### config.mk
export PLATFORM = sky130hd
export DESIGN_NAME = idle_deleter
export DESIGN_NICKNAME = d
export VERILOG_FILES = /design/src/rtl/idle_del_pkg.sv /design/src/rtl/idle_del_ctrl.sv /design/src/rtl/idle_del_path.sv /design/src/rtl/idle_deleter.sv
export SDC_FILE = /design/constraint.sdc
export NUM_CORES = 1
export LEC_CHECK = 0
export ABC_AREA = 1
export BUFFER_PORTS_ARGS = -buffer_cell sky130_fd_sc_hd__buf_2
export CORE_ASPECT_RATIO = 0.7
export CORE_MARGIN = 2
export CORE_UTILIZATION = 55
export CTS_BUF_LIST = sky130_fd_sc_hd__clkbuf_8
export DETAILED_ROUTE_END_ITERATION = 7
export GPL_TIMING_DRIVEN = 0
export PLACE_DENSITY = 0.8
export SLEW_MARGIN = 20
export SYNTH_ARGS = -nofsm -noshare
export SYNTH_HDL_FRONTEND = slang
export SYNTH_SLANG_ARGS = --single-unit
### constraint.sdc
create_clock -name clk -period 3.05 [get_ports clk]
set_input_delay 0 -clock clk [delete_from_list [all_inputs] [get_ports clk]]
set_output_delay 0 -clock clk [all_outputs]
set_load 0.02 [all_outputs]
### src/rtl/idle_del_pkg.sv
package idle_del_pkg;
  localparam int BYTES   = 4;
  localparam int DATA_W  = BYTES * 8;
  localparam int WORD_W  = DATA_W + BYTES;
  localparam logic [7:0] IDLE_CODE = 8'h07;
  localparam logic [7:0] TERM_CODE = 8'hFD;
  localparam logic [7:0] SEQ_CODE  = 8'h9C;

  typedef logic [WORD_W-1:0] word_t;

  typedef struct packed {
    logic keepLo;
    logic keepUp;
    logic flush;
    logic pairDone;
    logic anyDel;
  } strobe_t;

  function automatic logic isIdle(word_t w);
    logic r;
    r = 1'b1;
    for (int i = 0; i < BYTES; i++) begin
      if (!w[DATA_W+i] || (w[8*i +: 8] != IDLE_CODE)) r = 1'b0;
    end
    return r;
  endfunction

  function automatic logic isTerm(word_t w);
    logic r;
    r = 1'b0;
    for (int i = 0; i < BYTES; i++) begin
      if (w[DATA_W+i] && (w[8*i +: 8] == TERM_CODE)) r = 1'b1;
    end
    return r;
  endfunction

  function automatic logic isSeq(word_t w);
    return w[DATA_W] && (w[7:0] == SEQ_CODE);
  endfunction
endpackage

### src/rtl/idle_del_ctrl.sv
module idle_del_ctrl
  import idle_del_pkg::*;
(
  input  logic    clk,
  input  logic    rst,
  input  logic    blockLock,
  input  logic    fifoPfull,
  input  word_t   inLo,
  input  word_t   inUp,
  output strobe_t st,
  output logic    delPulse
);
  word_t      prevUp;
  logic       delParity;
  logic       delEn, delLo, delUp;
  logic [1:0] delSum;

  always_comb begin
    delEn = blockLock && fifoPfull;
    delLo = delEn && ((isIdle(inLo) && !isTerm(prevUp) && !isTerm(inUp)) ||
                      (isSeq(inLo) && isSeq(prevUp)));
    delUp = delEn && ((isIdle(inUp) && !isTerm(inLo)) ||
                      (isSeq(inUp) && isSeq(inLo)));
    delSum = {1'b0, delParity} + {1'b0, delLo} + {1'b0, delUp};
    st.keepLo   = blockLock && !delLo;
    st.keepUp   = blockLock && !delUp;
    st.flush    = !blockLock;
    st.pairDone = delSum[1];
    st.anyDel   = delLo || delUp;
  end

  always_ff @(posedge clk) begin
    if (rst) begin
      prevUp    <= '0;
      delParity <= 1'b0;
      delPulse  <= 1'b0;
    end else begin
      prevUp    <= blockLock ? inUp : '0;
      delParity <= delSum[0];
      delPulse  <= st.anyDel;
    end
  end


  del_needs_pfull_chk: assert property (@(posedge clk) disable iff (rst)
    delPulse |-> $past(fifoPfull && blockLock));

  parity_hold_chk: assert property (@(posedge clk) disable iff (rst)
    !(delLo || delUp) |=> $stable(delParity));

  lock_hist_chk: assert property (@(posedge clk) disable iff (rst)
    !blockLock |=> (prevUp == '0));
endmodule

### src/rtl/idle_del_path.sv
module idle_del_path
  import idle_del_pkg::*;
(
  input  logic                  clk,
  input  logic                  rst,
  input  word_t                 inLo,
  input  word_t                 inUp,
  input  strobe_t               st,
  output logic                  wrEn,
  output logic [2*DATA_W-1:0]   wrData,
  output logic [2*BYTES:0]      wrCtrl
);
  localparam int SLOTS = 3;

  word_t      pendWord;
  logic       pendValid;
  logic       markNext;
  word_t      slot [SLOTS];
  logic [1:0] cnt;
  logic       doWrite;

  always_comb begin
    for (int i = 0; i < SLOTS; i++) slot[i] = '0;
    cnt = 2'd0;
    if (pendValid) begin
      slot[cnt] = pendWord;
      cnt = cnt + 2'd1;
    end
    if (st.keepLo) begin
      slot[cnt] = inLo;
      cnt = cnt + 2'd1;
    end
    if (st.keepUp) begin
      slot[cnt] = inUp;
      cnt = cnt + 2'd1;
    end
    doWrite = cnt[1];
  end

  always_ff @(posedge clk) begin
    if (rst) begin
      pendWord  <= '0;
      pendValid <= 1'b0;
      markNext  <= 1'b0;
      wrEn      <= 1'b0;
      wrData    <= '0;
      wrCtrl    <= '0;
    end else begin
      wrEn     <= doWrite;
      markNext <= st.pairDone || (markNext && !doWrite);
      if (doWrite) begin
        wrData <= {slot[1][DATA_W-1:0], slot[0][DATA_W-1:0]};
        wrCtrl <= {markNext, slot[1][WORD_W-1:DATA_W], slot[0][WORD_W-1:DATA_W]};
      end else begin
        wrData <= '0;
        wrCtrl <= '0;
      end
      if (st.flush) begin
        pendValid <= 1'b0;
        pendWord  <= '0;
      end else if (doWrite) begin
        pendValid <= cnt[0];
        pendWord  <= slot[2];
      end else begin
        pendValid <= cnt[0];
        pendWord  <= slot[0];
      end
    end
  end


  pend_hold_chk: assert property (@(posedge clk) disable iff (rst)
    (pendValid && !st.keepLo && !st.keepUp && !st.flush) |=> (pendValid && $stable(pendWord)));

  no_write_chk: assert property (@(posedge clk) disable iff (rst)
    !(pendValid || st.keepLo || st.keepUp) |=> !wrEn);

  mark_with_write_chk: assert property (@(posedge clk) disable iff (rst)
    wrCtrl[2*BYTES] |-> wrEn);
endmodule

### src/rtl/idle_deleter.sv
module idle_deleter
  import idle_del_pkg::*;
(
  input  logic                clk,
  input  logic                rst,
  input  logic                blockLock,
  input  logic                fifoPfull,
  input  logic [WORD_W-1:0]   inLo,
  input  logic [WORD_W-1:0]   inUp,
  output logic                wrEn,
  output logic [2*DATA_W-1:0] wrData,
  output logic [2*BYTES:0]    wrCtrl,
  output logic                delPulse
);
  strobe_t st;

  idle_del_ctrl u_ctrl (
    .clk(clk), .rst(rst), .blockLock(blockLock), .fifoPfull(fifoPfull),
    .inLo(inLo), .inUp(inUp), .st(st), .delPulse(delPulse)
  );

  idle_del_path u_path (
    .clk(clk), .rst(rst), .inLo(inLo), .inUp(inUp), .st(st),
    .wrEn(wrEn), .wrData(wrData), .wrCtrl(wrCtrl)
  );
endmodule

==> metrics.cfg, run 1 <==
[timing]
maxSlewHeadroom_pct=58.24
setup_tns_ns=0
slew_viol_final=0
hold_viol=0
setup_slack_ns=0.2657
worstMarginPinSlew_ns=0.6265
finalCritPeriodShare_pct=91.29
setup_viol=0
finClkSkew_ns=0.01184
rsz0062_at_grt=no
min_period_ns=2.784
fmax_ghz=0.3592

[final_layout]
final_nets=1316
layout_common_cells=262 x nand2_1, 195 x nor2_1, 166 x buf_2
layout_commonest_cell=nand2_1
antenna_cells=0
drive_gt1_share_pct=23.18
layout.cells.non_filler=1409
area_delta_synth_final_pct=28.65
nFillCells=950

[clock_network]
cts-htree-levels=4
tritoncts=yes
cts_sinks=150
clk_latency_ns=0.46
clkTransAtPathRegs_ns=0.07
cts_buffers=17
cts_root_buffer=clkbuf_8
cts_max_path_buffers=2

[floorplan]
io_pins=151
die_w_um=139.0
core_area_sq_mm=0.01242
start_util_pct=56.50
row_count=34
die_area_sq_mm=0.01369
fp.dieH_um=98.51

[synth]
synth_cells=997
yosysUniqueCellTypes=25
yosysSeqAreaShare_pct=42.79
ys_ff_latch=150
ys_warn_count=0
netlist_area_sq_mm=0.007018
synth_nets=1076
syn-mean-instance-area_sq_um=7.039

[grt]
use_met2_pct=51.12
grt_pass1_vias=7084
grt_start_max_net_pins=17
antenna_found_initial=0
grtUsageMet1_pct=46.03
grt.total_usage_pct=33.60
grt_pass1_wl_mm=36.20
grt_overflow=0
grtUsageMet3_pct=11.27
busiest_layer=met2

[power_and_ir_drop]
combPwrFrac_pct=18.1
p_leak_nw=4.336
swShare_pct=29.53
power_frac_clock_pct=32.9
ir_drop_mv=0.3692
power.switching_mw=1.232
p_int_mw=2.939
p_per_area_mw_per_mm2=461.9
seqPwrFrac_pct=49.0

[critical_path]
arrival_ns=3.14
reg2reg_slack_ns=0.27
crit_type=reg -> reg
r2r_end=u_path.wrData[14]
required_ns=3.41
cp-start-kind=flip-flop
reg2reg_depth=9
crit_end=u_path.wrData[14]
r2r-start=u_path.pendValid
crit_start=u_path.pendValid
crit_fanout=10
endpoint_kind=flip-flop

[placed_design]
dp_hpwl_mm=15.72
io_buffers=149
place_inst=1308
dp_slack_ns=0.1456
gp_congestion=0.9051

[route]
dr.pass1.iters=8
wl_per_cell_um=16.23
postRouteAntennaNets=0
drt_iter0_drc=1005
routed_wirelength_mm=22.87
drc=0
vias_per_cell=5.420
vias=7637

[job]
drv_cap=0

[status]
status=finished clean

[worst_hold_path]
hold_class=in -> reg

[critical path: stages (launching register included)]
cell and delay (ns):
dfxtp_1 0.35, clkbuf_1 0.41, clkbuf_1 0.53, inv_1 0.14
ha_1 0.30, nand3_4 0.14, buf_6 0.18, nand3_4 0.20
buf_6 0.24, nor2_1 0.20
[routing by layer]
layer,vias up,part of all wire (%)
met5,-,0
met4,0,2.6
met3,76,13
met2,570,43
met1,3389,42
li1,3602,-
[power groups by stage]
stage | registers [mW] | clock network, mW | logic, mW
CTS | 2.04 | 1.37 | 0.730
global placement | 2.09 | 0 | 0.646
floorplan | 2.13 | 0 | 0.378
finish | 2.04 | 1.37 | 0.755
global route | 2.05 | 1.46 | 0.817
detailed placement | 2.09 | 0 | 0.654
[area by class of cell]
type	instances	area, sq um	share of cell area (%)
repair buffers	222	1476	16.35
inverters	91	341.6	3.783
well taps	162	202.7	2.245
flip-flops and latches	150	3003	33.26
multi-input cells	703	3344	37.04
clock buffers	18	247.7	2.744
plain buffers	52	325.3	3.603
clock inverters	11	87.58	0.9701
[synthesized netlist by cell type]
master | number | share of area (%)
nand3_4 | 2 | 0.50
nor2_1 | 195 | 10
nand4_1 | 11 | 0.98
nand3b_1 | 3 | 0.32
nand2_1 | 262 | 14
inv_1 | 85 | 4.5
dfxtp_1 | 150 | 43
nand2_4 | 3 | 0.48
fa_1 | 1 | 0.29
buf_4 | 1 | 0.11
a21oi_1 | 42 | 3.0
nor2_4 | 1 | 0.16
nand2_2 | 2 | 0.18
clkbuf_1 | 21 | 1.1
ha_1 | 2 | 0.36
nor3b_1 | 1 | 0.11
a21oi_2 | 33 | 4.1
nor3_1 | 7 | 0.50
buf_6 | 14 | 2.2
buf_2 | 17 | 1.2
nand3_2 | 31 | 4.4
nand3_1 | 104 | 7.4
o21bai_1 | 1 | 0.11
inv_2 | 6 | 0.32
nor3_2 | 2 | 0.29
[state kept, by name, summed over array words and instances, names as in the netlist]
register and count:
u_path.markNext 1, u_path.wrCtrl 9, u_path.wrData 64, u_path.wrEn 1
u_ctrl.prevUp 36, u_ctrl.delPulse 1, u_path.pendWord 36, u_path.pendValid 1
u_ctrl.delParity 1
[worst min-delay path by stage]
| stage | cells after the start | to | from | slack (ns) |
|---|---|---|---|---|
| final | 5 | u_ctrl.delPulse | fifoPfull | 0.07 |
| after global routing | 5 | u_ctrl.delPulse | fifoPfull | 0.09 |
| after CTS | 5 | u_path.pendValid | fifoPfull | 0.04 |
| after detailed placement | 2 | u_path.markNext | rst | 0.22 |
| after global placement | 2 | u_ctrl.delParity | rst | 0.22 |
| after floorplan | 1 | u_ctrl.delPulse | rst | 0.07 |
[timing repair]
| item | in CTS | in global routing |
|---|---|---|
| setup endpoints to repair | 0 | 106 |
| resized for setup | 0 | 0 |
| setup buffers | 0 | 0 |
| endpoints found under the hold margin | 125 | 0 |
| hold buffers | 73 | 0 |
[cell families after synthesis]
logic type	count (synthesis)	synth area share, %
and+or+nand+nor	624	39.79
DFF	150	42.79
buffers and inverters	144	9.556
AOI/OAI and AO/OA	76	7.221
adders and majority gates	3	0.6418
[metrics by stage]
stage / hold slack [ns] / util (%) / power (mW) / cell area, sq um
detailed placement: 0.2220 / 64.13 / 2.742 / 7966
CTS: 0.03977 / 72.71 / 4.145 / 9032
global placement: 0.2222 / 64.13 / 2.733 / 7966
global route: 0.08680 / 72.68 / 4.324 / 9029
floorplan: 0.06907 / - / 2.508 / 7018
finish: 0.07420 / 72.68 / 4.171 / 9029
Note: power is estimated with default switching activity, not from simulation.
==> run 2, diff against run 1 <==
Settings changed: ABC_AREA 1 to 0, CORE_UTILIZATION 55 to 54, PLACE_DENSITY 0.8 to 0.82.
==> run 2 against run 1 <==
Clock-buffer cell count increased by 1. Die area decreased by 18%. Register-to-register slack got worse by 0.19 ns. Critical path depth increased by 1. Via count decreased by 25%. Critical endpoint is now u_path.pendWord[19]. Largest power group unchanged.
==> metrics.cfg, run 2 <==
[placed_design]
place_area_sq_mm=0.006504
dp_slack_ns=-0.5401
io_buffers=149
gp_congestion=0.9335
dp_hpwl_mm=13.01

[timing]
setup_viol=0
finalCritPeriodShare_pct=97.88
rsz0062_at_grt=no
hold_slack_ns=0.03693
finClkSkew_ns=0.01124
slew_viol_final=0
min_period_ns=2.985
hold_viol=0
setup_slack_ns=0.06451
fmax_ghz=0.3350
worstMarginPinSlew_ns=0.6540
maxSlewHeadroom_pct=56.00

[route]
routed_wirelength_mm=19.30
vias_per_cell=5.981
drc=0
postRouteAntennaNets=0
drt_iter0_drc=627
vias=5706
wl_per_cell_um=20.23
dr.pass1.iters=5

[clock_network]
cts_max_path_buffers=2
cts_buffers=17
cts-htree-levels=4
cts_sinks=150
tritoncts=yes
cts_root_buffer=clkbuf_8
clkTransAtPathRegs_ns=0.08
clk_latency_ns=0.46

[synth]
ys_warn_count=0
synth_cells=570
netlist_area_sq_mm=0.005593
yosysSeqAreaShare_pct=53.69
synth_edf_count=0
synth_top_area_share_pct=53.69
syn-mean-instance-area_sq_um=9.812
yosysUniqueCellTypes=41
synthTopCellsByCount=150 x dfxtp_1, 50 x nand2_1, 48 x nand3_1
synth_nets=649
ys_ff_latch=150
ys_async_sr_fraction_pct=0
ys.flop_type=dfxtp_1
yosys.area.top_type=dfxtp_1
synth_most_common_cell=dfxtp_1
synthTopCellsByArea=dfxtp_1 54%, a21oi_2 5.3%, a221oi_1 5.3%

[critical_path]
cp-start-kind=input port
r2r-start=u_ctrl.prevUp[15]
required_ns=3.43
reg2reg_slack_ns=0.08
endpoint_kind=flip-flop
reg2reg_depth=8
r2r_end=u_path.pendWord[19]
arrival_ns=3.37
crit_start=inUp[33]
crit_fanout=10
crit_type=in -> reg

[final_layout]
nFillCells=701
top_regs=u_path.wrData: 64 flops, u_ctrl.prevUp: 36 flops, u_path.pendWord: 36 flops
layout_common_cells=151 x buf_2, 150 x dfxtp_1, 73 x dlygate4sd3_1
area_delta_synth_final_pct=37.05
layout_commonest_cell=buf_2
antenna_cells=0
drive_gt1_share_pct=28.71
finalInstanceArea_sq_mm=0.007665
largest_register_ffs=64
top_register=u_path.wrData
final_nets=890

[floorplan]
core_area_sq_mm=0.01020
row_count=31
die_area_sq_mm=0.01120
start_util_pct=54.83
die_w_um=125.6
fp.dieH_um=89.15
io_pins=151

[grt]
grt_pass1_wl_mm=29.48
grtUsageMet3_pct=8.139
antenna_found_initial=0
busiest_layer=met2
grt_overflow=0
grt.total_usage_pct=34.50
grt_start_max_net_pins=17
use_met2_pct=54.50
grt_pass1_vias=5390
grtUsageMet1_pct=47.89

[worst_hold_path]
hp-start=inLo[6]
hold_end=u_path.pendWord[6]
hold_class=in -> reg
holdPathStages=5

[job]
drv_cap=0

[power_and_ir_drop]
finalPower_mw=4.133
p_per_area_mw_per_mm2=539.2
ir_drop_mv=0.3264
p_leak_nw=3.098

[status]
status=finished clean

## run 2: changes by cell type after synthesis, sizes merged, moves of 17 or more
| cell | change |
|---|---|
| nand2 | -217 |
| nand3 | -89 |
| o2bb2ai | +34 |
| nor4 | +17 |
| a221oi | +34 |
| and2 | +34 |
| buf | -19 |
| nor2 | -149 |
| inv | -80 |
| a21oi | -35 |
## run 2: logic make-up after synthesis
family          Yosys count  synth area share [%]
flops                   150                 53.69
buf+inv                  52                 4.676
fa+ha+maj                 3                0.8053
xor+xnor                  1                0.1566
simple gates            242                 22.30
compound gates          122                 18.37
## run 2: worst max-delay path by stage
stage	slack, ns	end	cells past startpoint
2_1_floorplan	0.39	u_path.pendWord[11]	11
3_3_place_gp	-0.50	u_path.pendWord[18]	12
3_5_place_dp	-0.54	u_path.pendWord[19]	12
4_1_cts	0.001	u_path.pendWord[10]	8
5_1_grt	0.006	u_path.wrData[52]	9
6_report	0.06	u_path.pendWord[19]	10
## run 2: through the flow
| step | util (%) | setup TNS, ns | std cells |
|---|---|---|---|
| 3_5_place_dp | 63.76 | -30.63 | 851 |
| 4_1_cts | 74.87 | 0 | 954 |
| 3_3_place_gp | 63.76 | -27.66 | 851 |
| 5_1_grt | 75.14 | 0 | 954 |
| 2_1_floorplan | - | 0 | 570 |
| 6_report | 75.14 | 0 | 954 |
## run 2: routing by layer
layer	wire, um	share of wire [%]
met1	8285	43
met5	0	0
met4	368	1.9
met2	8674	45
met3	1968	10
## run 2: worst max-delay path: stages
cell and delay, ns:
dlygate4sd3_1 0.52, buf_2 0.19, nand3_1 0.17, nor4_1 0.40
nor3_1 0.12, a31o_2 0.32, a211o_1 0.43, a211oi_4 0.55
clkbuf_1 0.48, o2bb2ai_1 0.18
## run 2: timing repair
item | CTS | global route
setup endpoints to repair | 60 | 96
hold buffers | 73 | 0
gates resized for setup | 2 | 16
hold endpoints to repair | 146 | 0
setup buffers | 0 | 0
## run 2: final cells by class
cell class | count | area (sq um) | area share, %
plain buffers | 41 | 227.7 | 2.971
clock buffers | 19 | 261.5 | 3.412
clock inverters | 11 | 133.9 | 1.747
inverters | 11 | 41.29 | 0.5387
multi-input cells | 368 | 2356 | 30.74
flip-flops and latches | 150 | 3003 | 39.18
well taps | 132 | 165.2 | 2.155
repair buffers | 222 | 1476 | 19.26
## run 2: where the power goes
group	internal (mW)	switching, mW	total, mW
Clock	0.834	0.725	1.56
Combinational	0.210	0.323	0.533
Sequential	2.02	0.0195	2.04
==> run 3, diff against run 2 <==
Settings changed: CORE_UTILIZATION 54 to 30, MAX_ROUTING_LAYER set to met4, PLACE_DENSITY 0.82 to not set.
==> run 3 against run 2 <==
The flow now finishes with violations (DRC). Clock-buffer cell count down 1. Final cell count up 11%. Sequential share of layout area shrank 1.2 points. Via count fell by 4.7%.
==> metrics.cfg, run 3 (synthesized netlist as in run 2, its figures left out) <==
[route]
dr_wl_met2_mm=8.409
wl_met1_mm=10.46
postRouteAntennaNets=0
routed_wirelength_mm=20.48
drt_iter0_drc=446
met3_length_mm=1.512
wl_per_cell_um=19.27
top_layer_used=met4
dr.pass1.iters=8
drc=11
vias_per_cell=5.118
vias=5440

[critical_path]
reg2reg_depth=12
required_ns=3.45
r2r-start=u_ctrl.prevUp[31]
endpoint_kind=flip-flop
crit_fanout=10
r2r_end=u_path.wrData[48]
crit_end=u_path.wrData[32]
reg2reg_slack_ns=0.21
cp-start-kind=input port
crit_start=inUp[31]
arrival_ns=3.38
crit_type=in -> reg

[timing]
worstMarginPinSlew_ns=0.7904
setup_viol=0
hold_viol=0
maxSlewHeadroom_pct=46.82
setup_tns_ns=0
fmax_ghz=0.3357
finalCritPeriodShare_pct=97.66
finClkSkew_ns=0.01395
slew_viol_final=0
min_period_ns=2.979

[power_and_ir_drop]
finalPower_mw=4.326
p_per_area_mw_per_mm2=546.6
ir_drop_mv=0.2166
p_leak_nw=3.135

[placed_design]
place_inst=955
dp_hpwl_mm=14.56
io_buffers=149
gp_congestion=0.8960

[clock_network]
cts_sinks=150
tritoncts=yes
cts_buffers=17
cts-htree-levels=4
clk_latency_ns=0.46
cts_root_buffer=clkbuf_8
clkTransAtPathRegs_ns=0.09
cts_max_path_buffers=2

[status]
status=finished with violations
failed_checks=DRC

[grt]
antenna_found_initial=2
grt.total_usage_pct=21.68
grt_pass1_wl_mm=31.62
grt_pass1_vias=5307
grt_overflow=0
grt_start_max_net_pins=17

[job]
drv_cap=0

[floorplan]
core_area_sq_mm=0.01816
start_util_pct=30.80
die_w_um=167.2
fp.dieH_um=118.2
die_area_sq_mm=0.01977
row_count=41
io_pins=151

[final_layout]
multiInputGateArea_sq_mm=0.002402
largest_register_ffs=64
nFillCells=1805
top_regs=u_path.wrData: 64 flops, u_ctrl.prevUp: 36 flops, u_path.pendWord: 36 flops
area_delta_synth_final_pct=41.50
final_nets=891
top_register=u_path.wrData
regArea_sq_mm=0.003003
layout.cells.non_filler=1063
layout_common_cells=150 x buf_2, 150 x dfxtp_1, 74 x dlygate4sd3_1
drive_gt1_share_pct=29.94

[worst_hold_path]
hold_class=in -> reg

==> run 3: final cells by class <==
class,instances,share of cell area [%]
flip-flops and latches,150,37.94
multi-input cells,368,30.36
repair buffers,223,18.78
well taps,236,3.731
clock buffers,18,3.130
plain buffers,41,2.941
clock inverters,14,2.530
inverters,11,0.5217
diodes,2,0.06324
==> run 3: worst min path at each step <==
stage	start	endpoint	slack [ns]	cells after the start
3_3_place_gp	inUp[18]	u_path.pendWord[18]	0.26	2
5_1_grt	blockLock	u_path.pendWord[5]	0.05	5
3_5_place_dp	inUp[24]	u_path.pendWord[24]	0.26	2
4_1_cts	inLo[6]	u_path.pendWord[6]	0.01	5
6_report	inLo[6]	u_path.pendWord[6]	0.05	5
2_1_floorplan	rst	u_path.wrEn	0.07	1
==> run 3: worst max-delay path, cell delays in order <==
cell	delay, ns
dlygate4sd3_1	0.53
buf_2	0.17
or3_1	0.33
or4_1	0.50
nor4_4	0.27
a21oi_2	0.11
or4_4	0.46
a21o_1	0.20
buf_6	0.16
a21oi_1	0.11
dlygate4sd3_1	0.54
==> run 3: what timing repair did <==
action / in CTS / in global routing
hold endpoints to repair: 146 / 0
resized for setup: 2 / 27
pin swaps: 0 / 1
setup buffers: 0 / 0
setup endpoints to repair: 63 / 95
hold buffers: 74 / 0
==> run 3: through the flow <==
stage          instance area (sq um)  hold slack (ns)  util, %  worst slack (ns)
6_report                        7914          0.05038    43.58           0.07142
5_1_grt                         7914          0.05476    43.58         -0.005308
4_1_cts                         7833          0.01252    43.13          0.004987
3_5_place_dp                    6639           0.2638    36.56           -0.4339
3_3_place_gp                    6634           0.2592    36.53           -0.6516
2_1_floorplan                   5593          0.06907        -            0.3943
==> run 3: power breakdown <==
part	switching, mW	internal (mW)	total [mW]
Sequential	0.0181	2.02	2.04
Combinational	0.326	0.211	0.537
Clock	0.824	0.925	1.75
Total	1.17	3.16	4.33
==> run 3: metal layers <==
metal | vias up | GRT usage, %
met5 | - | -
met4 | 0 | 4.185
met3 | 8 | 5.593
met2 | 210 | 30.34
met1 | 2652 | 31.39
li1 | 2570 | -
